### src/rtl/sst_pkg.sv
package sst_pkg;
    localparam int TX_W  = 16;
    localparam int CNT_W = $clog2(TX_W);

    typedef logic [TX_W-1:0]  txw_t;
    typedef logic [CNT_W-1:0] cnt_t;

    // index of the final bit for each length code
    function automatic cnt_t last_idx(input logic [1:0] len);
        case (len)
            2'd0:    return cnt_t'(7);
            2'd1:    return cnt_t'(9);
            2'd2:    return cnt_t'(11);
            default: return cnt_t'(TX_W - 1);
        endcase
    endfunction

    // place the first bit to send at the end the shifter reads from
    function automatic txw_t align(input txw_t w, input logic lsb, input cnt_t lastb);
        return lsb ? (w >> (cnt_t'(TX_W - 1) - lastb)) : w;
    endfunction

    typedef struct packed {
        txw_t dr;
        logic dr_full;
        txw_t bufw;
        logic buf_full;
    } feed_st_t;

    typedef struct packed {
        txw_t sh;
        txw_t last;
        cnt_t cnt;
        logic busy;
        logic urun;
    } shift_st_t;
endpackage

### src/rtl/sst_feed.sv
module sst_feed
    import sst_pkg::*;
(
    input  logic clk,
    input  logic rst_n,
    input  logic tx_en_i,
    input  logic buf_en_i,
    input  logic wr_i,
    input  txw_t wr_data_i,
    input  logic take_i,
    output logic avail_o,
    output txw_t word_o,
    output logic tde_o
);
    feed_st_t cur_q, nxt_d;
    logic     move;

    always_comb begin
        nxt_d = cur_q;
        move  = tx_en_i && buf_en_i && cur_q.dr_full && (!cur_q.buf_full || take_i);
        if (take_i && buf_en_i) nxt_d.buf_full = 1'b0;
        if (move) begin
            nxt_d.bufw     = cur_q.dr;
            nxt_d.buf_full = 1'b1;
            nxt_d.dr_full  = 1'b0;
        end
        if (take_i && !buf_en_i) nxt_d.dr_full = 1'b0;
        if (wr_i) begin
            nxt_d.dr      = wr_data_i;
            nxt_d.dr_full = 1'b1;
        end
    end

    always_ff @(posedge clk) begin
        if (!rst_n) cur_q <= '0;
        else        cur_q <= nxt_d;
    end

    assign avail_o = buf_en_i ? cur_q.buf_full : cur_q.dr_full;
    assign word_o  = buf_en_i ? cur_q.bufw : cur_q.dr;
    assign tde_o   = !cur_q.dr_full && (!buf_en_i || !cur_q.buf_full);

    AST_WR_CLEARS_EMPTY: assert property (@(posedge clk) disable iff (!rst_n)
        wr_i |=> !tde_o);
    AST_TAKE_HAS_DATA: assert property (@(posedge clk) disable iff (!rst_n)
        take_i |-> avail_o);
    AST_BUF_FROZEN_OFF: assert property (@(posedge clk) disable iff (!rst_n)
        !tx_en_i |=> $stable(cur_q.buf_full));
endmodule

### src/rtl/sst_shifter.sv
module sst_shifter
    import sst_pkg::*;
(
    input  logic       clk,
    input  logic       rst_n,
    input  logic       tx_en_i,
    input  logic [1:0] len_i,
    input  logic       lsb_first_i,
    input  logic       step_i,
    input  logic       avail_i,
    input  txw_t       word_i,
    input  logic       clr_urun_i,
    output logic       take_o,
    output logic       sdo_o,
    output logic       urun_o
);
    shift_st_t cur_q, nxt_d;
    cnt_t      lastb;
    logic      done;
    logic      set_urun;

    always_comb begin
        nxt_d    = cur_q;
        take_o   = 1'b0;
        set_urun = 1'b0;
        lastb    = last_idx(len_i);
        done     = cur_q.busy && step_i && (cur_q.cnt >= lastb);
        if (!tx_en_i) begin
            nxt_d.busy = 1'b0;
            nxt_d.cnt  = '0;
        end else begin
            if (cur_q.busy && step_i) begin
                nxt_d.cnt = cur_q.cnt + cnt_t'(1);
                nxt_d.sh  = lsb_first_i ? (cur_q.sh >> 1) : (cur_q.sh << 1);
            end
            if (!cur_q.busy || done) begin
                if (avail_i) begin
                    take_o     = 1'b1;
                    nxt_d.sh   = align(word_i, lsb_first_i, lastb);
                    nxt_d.last = word_i;
                    nxt_d.busy = 1'b1;
                    nxt_d.cnt  = '0;
                end else if (done) begin
                    nxt_d.sh  = align(cur_q.last, lsb_first_i, lastb);
                    nxt_d.cnt = '0;
                    set_urun  = 1'b1;
                end
            end
        end
        if (set_urun)        nxt_d.urun = 1'b1;
        else if (clr_urun_i) nxt_d.urun = 1'b0;
    end

    always_ff @(posedge clk) begin
        if (!rst_n) cur_q <= '0;
        else        cur_q <= nxt_d;
    end

    assign sdo_o  = tx_en_i && cur_q.busy && (lsb_first_i ? cur_q.sh[0] : cur_q.sh[TX_W-1]);
    assign urun_o = cur_q.urun;

    AST_CNT_IN_RANGE: assert property (@(posedge clk) disable iff (!rst_n)
        cur_q.busy |-> cur_q.cnt <= last_idx(len_i));
    AST_OFF_CLEARS_CNT: assert property (@(posedge clk) disable iff (!rst_n)
        !tx_en_i |=> (cur_q.cnt == '0 && !cur_q.busy));
    AST_URUN_STICKY: assert property (@(posedge clk) disable iff (!rst_n)
        (urun_o && !clr_urun_i) |=> urun_o);
    AST_URUN_ONLY_DRY: assert property (@(posedge clk) disable iff (!rst_n)
        $rose(urun_o) |-> $past(!avail_i));
endmodule

### src/rtl/sst_tx.sv
module sst_tx
    import sst_pkg::*;
(
    input  logic        clk,
    input  logic        rst_n,
    input  logic        tx_en_i,
    input  logic        buf_en_i,
    input  logic        gated_clk_i,
    input  logic [1:0]  word_len_i,
    input  logic        lsb_first_i,
    input  logic        tie_i,
    input  logic        bit_en_i,
    input  logic        frame_i,
    input  logic        wr_i,
    input  logic [15:0] wr_data_i,
    input  logic        clr_urun_i,
    output logic        sdo_o,
    output logic        tde_o,
    output logic        irq_o,
    output logic        urun_o
);
    logic step, take, avail;
    txw_t word;

    assign step = bit_en_i && (gated_clk_i || frame_i);

    sst_feed u_feed (
        .clk       (clk),
        .rst_n     (rst_n),
        .tx_en_i   (tx_en_i),
        .buf_en_i  (buf_en_i),
        .wr_i      (wr_i),
        .wr_data_i (wr_data_i),
        .take_i    (take),
        .avail_o   (avail),
        .word_o    (word),
        .tde_o     (tde_o)
    );

    sst_shifter u_shift (
        .clk         (clk),
        .rst_n       (rst_n),
        .tx_en_i     (tx_en_i),
        .len_i       (word_len_i),
        .lsb_first_i (lsb_first_i),
        .step_i      (step),
        .avail_i     (avail),
        .word_i      (word),
        .clr_urun_i  (clr_urun_i),
        .take_o      (take),
        .sdo_o       (sdo_o),
        .urun_o      (urun_o)
    );

    assign irq_o = tie_i && tde_o;

    AST_LINE_LOW_OFF: assert property (@(posedge clk) disable iff (!rst_n)
        !tx_en_i |-> !sdo_o);
    AST_IRQ_NEEDS_EMPTY: assert property (@(posedge clk) disable iff (!rst_n)
        irq_o |-> (tde_o && tie_i));
endmodule

### config.mk
export PLATFORM = sky130hd
export DESIGN_NAME = sst_tx
export DESIGN_NICKNAME = d
export VERILOG_FILES = /design/src/rtl/sst_pkg.sv /design/src/rtl/sst_feed.sv /design/src/rtl/sst_shifter.sv /design/src/rtl/sst_tx.sv
export SDC_FILE = /design/constraint.sdc
export NUM_CORES = 1
export LEC_CHECK = 0
export ABC_AREA = 1
export BUFFER_PORTS_ARGS = -buffer_cell sky130_fd_sc_hd__buf_2
export CORE_MARGIN = 5
export CORE_UTILIZATION = 40
export CTS_CLUSTER_SIZE = 30
export DETAILED_ROUTE_END_ITERATION = 12
export SYNTH_ARGS = -nofsm -noshare
export SYNTH_HDL_FRONTEND = slang
export SYNTH_SLANG_ARGS = --single-unit
### constraint.sdc
create_clock -name clk -period 5.96 [get_ports clk]
set_clock_uncertainty 0.05 [all_clocks]
set_input_delay 0.596 -clock clk [delete_from_list [all_inputs] [get_ports clk]]
set_output_delay 0.596 -clock clk [all_outputs]
set_load 0.005 [all_outputs]
# After elaboration in Yosys (flattened, before gate mapping)
# Index checks and enable logic that the tools add are counted.
[totals]
register_bits = 72
wordCells = 72
[op_classes]
addsub = 2
order_cmp = 1
n_eq_ne = 2
n_shift = 2
mux = 29
reduce_logical = 27
[op_table]
columns = ["cell", "n"]
rows = [
  ["$mux W16", 8],
  ["$mux W37", 1],
  ["$shr A16 B4 Y16", 2],
  ["$mux W18", 1],
  ["$mux W1", 15],
  ["$logic_and A1 B1 Y1", 12],
  ["$mux W4", 3],
  ["$pmux W4 S3", 1],
  ["$add A4 B1 Y4 const B", 1],
  ["$ge A4 B4 Y1", 1],
  ["$logic_not A1 Y1", 4],
  ["$logic_or A1 B1 Y1", 4],
  ["$reduce_and A2 Y1", 2],
  ["$reduce_bool A2 Y1", 2],
  ["$sub A4 B4 Y4 const A", 1],
  ["$reduce_and A3 Y1", 1],
  ["$reduce_bool A3 Y1", 1],
  ["$eq A2 B1 Y1 const B", 1],
  ["$eq A2 B2 Y1 const B", 1],
  ["$logic_not A2 Y1", 1],
]

# Depth between registers and ports, before layout
[depth]
depth_word = 12
ltp_mapped = 17
depth_no_buf = 15

# Hierarchy
# A second synthesis with hierarchy kept.
[hier_totals]
hier_cells = 817
area_unflattened_um2 = 4889.7
[modules_own_cells]
columns = ["mod", "n_inst", "cells_per_inst", "area_each_um2", "seq_area_each_um2"]
rows = [
  ["sst_shifter", 1, 604, 3369.5, 760.7],
  ["sst_feed", 1, 208, 1501.4, 680.7],
  ["sst_tx", 1, 5, 18.8, 0.0],
]

# Worst setup path after synthesis
# Ideal clock, no wire load.
[synth_timing]
path_type = "in2reg"
startpoint = "in word_len_i[1]"
endpoint = "reg u_feed.cur_q[11] in the netlist's numbering"
arrival_ns = 2.295
path_slack_ns = 3.499
path_stages = 15
path_buffers = 1
cell_sequence = "inv_1 > ha_1 > ha_1 > nand2_1 > a21oi_2 > nand2_2 > nand2_4 > nand2_4 > nand2_4 > nand2_4 > nand2_2 > nand2_4 > buf_6 > o21ai_0 > nor2_1"
[synth_between]
elab_chain_cells = 9
[synth_rtl]
columns = ["item", "line_no", "source"]
rows = [
  ["start: declaration", "sst_tx.sv:9", "input logic [1:0] word_len_i,"],
  ["$eq A2 B2 Y1 (tied with other cells)", "sst_pkg.sv:10", "case (len)"],
  ["$pmux W4 S3 (*)", "sst_pkg.sv:10", ""],
  ["$ge A4 B4 Y1 (*)", "sst_shifter.sv:27", "done = cur_q.busy && step_i && (cur_q.cnt >= lastb);"],
  ["$logic_and A1 B1 Y1 (*)", "sst_shifter.sv:27", ""],
  ["$logic_or A1 B1 Y1 (*)", "sst_shifter.sv:36", "if (!cur_q.busy || done) begin"],
  ["$mux W1 (*)", "sst_shifter.sv:36", ""],
  ["$mux W1 (*)", "sst_shifter.sv:28", "if (!tx_en_i) begin"],
  ["$logic_or A1 B1 Y1 (*)", "sst_feed.sv:20", "move = tx_en_i && buf_en_i && cur_q.dr_full && (!cur_q.buf_full || take_i);"],
  ["$logic_and A1 B1 Y1 (*)", "sst_feed.sv:20", ""],
  ["end signal: assignment", "sst_feed.sv:36", "else cur_q <= nxt_d;"],
  ["end: declaration", "sst_feed.sv:15", "feed_st_t cur_q, nxt_d;"],
]
# Every way passes the cells marked *; elsewhere a longest branch is shown, timed or not.
# A chain may end at the register's enable or synchronous reset.

# Final worst setup path
[layout_timing]
startpoint = "in word_len_i[0]"
endpoint = "reg u_feed.cur_q[4] in the netlist's numbering"
# The elaborated chain is that of the path after synthesis.

==> summary.md <==
| Metric | Value |
|---|---|
| Status | finished, final reports clean |
| Number of synthesized flops with an enable pin | 0 |
| Worst hold path class | in -> reg |
| Cts bufs inserted | 9 |
| Hold EP | u_shift.urun_o |
| Synth top area share | 30.00% |
| # hold bufs at CTS | 0 |
| Via Count | 5303 |
| Std-Cell Rows | 40 |
| Worst slew pin tran | 1.040 ns |
| Clock network power share | 43.5% |
| Worst setup EP type | register |
| Ys Warns | 0 |
| Multiplexer share of the synthesized area | 0% |
| Post-route DRC | 0 |
| Register area share after synthesis | 30.00% |
| Mapped cell area | 0.004805 sq mm |
| CP Data Required Time | 6.14 ns |
| Root buf cell | clkbuf_16 |
| WL final | 14.77 mm |
| Critical R2R Capture | u_shift.cur_q[34] |
| CTS tree | done |
| Final Max Slew Viols | 0 |
| WHS | 0.4099 ns |
| DR WL/cell | 15.34 um |
| Highest cell delay on the worst timing path | 0.96 ns |
| IO Count | 33 |
| First-pass GRT wire length | 24.42 mm |
| Clock Latency Late Sink | 0.34 ns |
| Pwr dens | 262.3 mW/mm^2 |
| Post-synth top flop | dfxtp_1 |
| Reg2Reg Setup Slack | 3.14 ns |
| Worst reg2reg startpoint | u_shift.cur_q[1] |
| CP cell instances | buf_2 > inv_1 > ha_1 > ha_1 > nand2_1 > a21oi_2 > nand2_2 > nand2_4 > nand2_4 > nand2_4 > nand2_4 > nand2_2 > nand2_4 > inv_4 > nor2_1 > nor2_1 |
| Tcrit/Tclk final | 58.53% |
| Commonest non-fill, non-tap cell in the layout | nand2_1 |
| CTS sink cnt | 72 |
| Most frequent cells in the layout | nand2_1 (240), nor2_1 (100), o21ai_0 (95) |
| Tot Pwr | 1385 uW |
| Clk slew on worst S/H paths | 0.06 ns |
| Final #Nets | 847 |
| Post-synthesis instance total | 815 |
| RSZ-0062 raised after global routing | false |
| Combinational power share | 18.4% |
| Total track usage | 21.00% |
| Multi-input logic area | 0.002925 sq mm |
| Resized Gates After CTS | 0 |
| Crit path launch type | primary input |
| Layout fillers | 1328 |
| Psw | 408.3 uW |
| Hold Vio Cnt, Final | 0 |
| Proportion of layout cells with a drive suffix above 1 | 8.578% |
| Worst Path Max Fanout | 33 |
| Synth Area in Adders | 1.563% |
| Die area | 0.01430 sq mm |
| Placeable Area | 0.01191 sq mm |
| Sequential Power Share | 38.1% |
| Max H-tree Level | 3 |
| Critical Path Slowest Stage Cell | ha_1 |
| Vias in the first global route | 4913 |
| Synth top area cells | dfxtp_1 (30%), nand2_1 (19%), o21ai_0 (9.9%) |
| Setup-failing EPs final | 0 |
| Final Critical Period | 3.488 ns |
| Initial DRT Pass Iterations | 5 |
| Critical path data arrival time | 3.67 ns |
| Synth unique cells | 33 |
| Compound-Gate Fraction of Synth Area | 19.40% |
| Sw Share | 29.49% |
| Area Growth Syn to Fin | 9.844% |
| Via density | 5.507 |
| DP Wirelength | 10.54 mm |
| Largest family of logic cells by synthesized area | simple AND/OR/NAND/NOR gates |
| Startpoint of the worst hold path | clr_urun_i |
| Largest net degree at the start of global routing | 51 |
| Reg area | 0.001441 sq mm |
| Worst hold stages | 2 |
| Post-route setup slack | 2.472 ns |
| Buffer depth of the longest clock path | 2 |
| Initial antenna violation count | 0 |
| Post-CTS Setup Inserts | 0 |
| Core Util, Final | 44.31% |
| Yosys reg bits | 72 |
| Iteration-0 DRC count of the detailed router | 624 |
| Setup TNS | 0 ns |
| GRT overflow | 0 |
| Max-slew headroom | 30.68% |
| Starting Density | 40.34% |
| CP dominant cell by count | nand2_4 |
| Static Leakage | 0.002312 uW |
| Simple-Gate Fraction of Synth Area | 39.38% |
| GPL Wtd Cong | 0.9009 |
| Crit path kind | in -> reg |
| Max Fclk | 286.7 MHz |
| N_diodes | 0 |
| Mean Syn Cell Area | 5.895 sq um |
| XOR/XNOR share of the synthesized area | 0.5469% |
| Worst slack at placement | 2.155 ns |
| ANT nets after route | 0 |
| Reg2Reg Depth | 9 |
| Yosys top cell by area | dfxtp_1 |
| Max capacitance violation total | 0 |
| Port Buffers | 32 |
| Die X | 119.6 um |
| Synth async-reset ratio | 0% |
| Chip Height | 119.6 um |
| VDD IR-drop max | 0.1873 mV |
| Synth Net Count | 850 |
| Power Internal | 976.2 uW |
==> how the worst max path moves through the flow <==
stage | start | end | slack [ns] | cells past startpoint
after CTS | word_len_i[0] | u_feed.cur_q[4] | 2.49 | 16
after floorplan | word_len_i[1] | u_feed.cur_q[11] | 3.50 | 15
final | word_len_i[0] | u_feed.cur_q[4] | 2.47 | 16
after global placement | word_len_i[0] | u_feed.cur_q[3] | 2.17 | 16
after global routing | word_len_i[0] | u_feed.cur_q[4] | 2.16 | 16
after detailed placement | word_len_i[0] | u_feed.cur_q[1] | 2.16 | 16
==> flip-flops by register name (all words and copies together) (netlist names) <==
name and cells:
u_feed.cur_q 34, u_shift.cur_q 37, u_shift.urun_o 1
==> Yosys cell counts, types with 2 or more instances <==
| library cell | instances |
|---|---|
| ha_1 | 6 |
| and2_1 | 2 |
| a21oi_1 | 61 |
| xor2_1 | 2 |
| nand2_4 | 5 |
| buf_4 | 2 |
| dfxtp_1 | 72 |
| o21ai_1 | 4 |
| nand2_2 | 3 |
| inv_1 | 48 |
| nor2_1 | 100 |
| clkinv_1 | 2 |
| clkbuf_1 | 30 |
| nand2_1 | 240 |
| o211ai_1 | 10 |
| buf_2 | 13 |
| nand4_1 | 6 |
| o21ai_0 | 95 |
| inv_2 | 4 |
| inv_4 | 2 |
| nand3_1 | 92 |
| nor2_2 | 3 |
| buf_6 | 2 |
| buf_1 | 2 |
==> routing by layer <==
| layer | up-vias | global-route usage [%] | routed length, um | share of wire [%] |
|---|---|---|---|---|
| met5 | - | 0 | 0 | 0 |
| met4 | 0 | 9.592 | 521 | 3.5 |
| met3 | 33 | 3.205 | 886 | 6.0 |
| met2 | 180 | 33.47 | 6576 | 45 |
| met1 | 2431 | 27.99 | 6784 | 46 |
| li1 | 2659 | - | - | - |
==> worst max-delay path: cells and delay by family <==
| kind | cells | cell delay [ns] |
|---|---|---|
| AOI/OAI and AO/OA | 1 | 0.04 |
| adders and majority gates | 2 | 1.35 |
| and+or+nand+nor | 10 | 1.38 |
| buffers and inverters | 3 | 0.28 |
==> cell type report <==
class | count | area share (%)
Clock buffer | 11 | 4.789
Clock inverter | 4 | 1.446
Inverter | 56 | 4.078
Multi-Input combinational cell | 638 | 55.43
Sequential cell | 72 | 27.31
Tap cell | 147 | 3.485
Timing Repair Buffer | 35 | 3.461
==> power groups by stage <==
stage	clock (uW)	combinational (uW)	sequential (uW)
finish	602	255	528
global route	634	289	531
CTS	613	252	527
detailed placement	0	251	538
global placement	0	249	538
floorplan	0	190	532
==> through the flow <==
| stage | area, sq um | std cells |
|---|---|---|
| 2_1_floorplan | 4805 | 815 |
| 3_3_place_gp | 4949 | 948 |
| 3_5_place_dp | 4949 | 948 |
| 4_1_cts | 5278 | 963 |
| 5_1_grt | 5278 | 963 |
| 6_report | 5278 | 963 |
==> logic make-up (layout without fill, tap and decap cells) <==
logic type | after synthesis | after routing
XOR/XNOR | 3 | 3
buffers and inverters | 105 | 106
AND/OR/NAND/NOR | 452 | 452
flip-flops | 72 | 72
AO/OA/AOI/OAI | 177 | 177
adder cells (fa/ha/maj) | 6 | 6
Power figures use the tool's default switching activity.
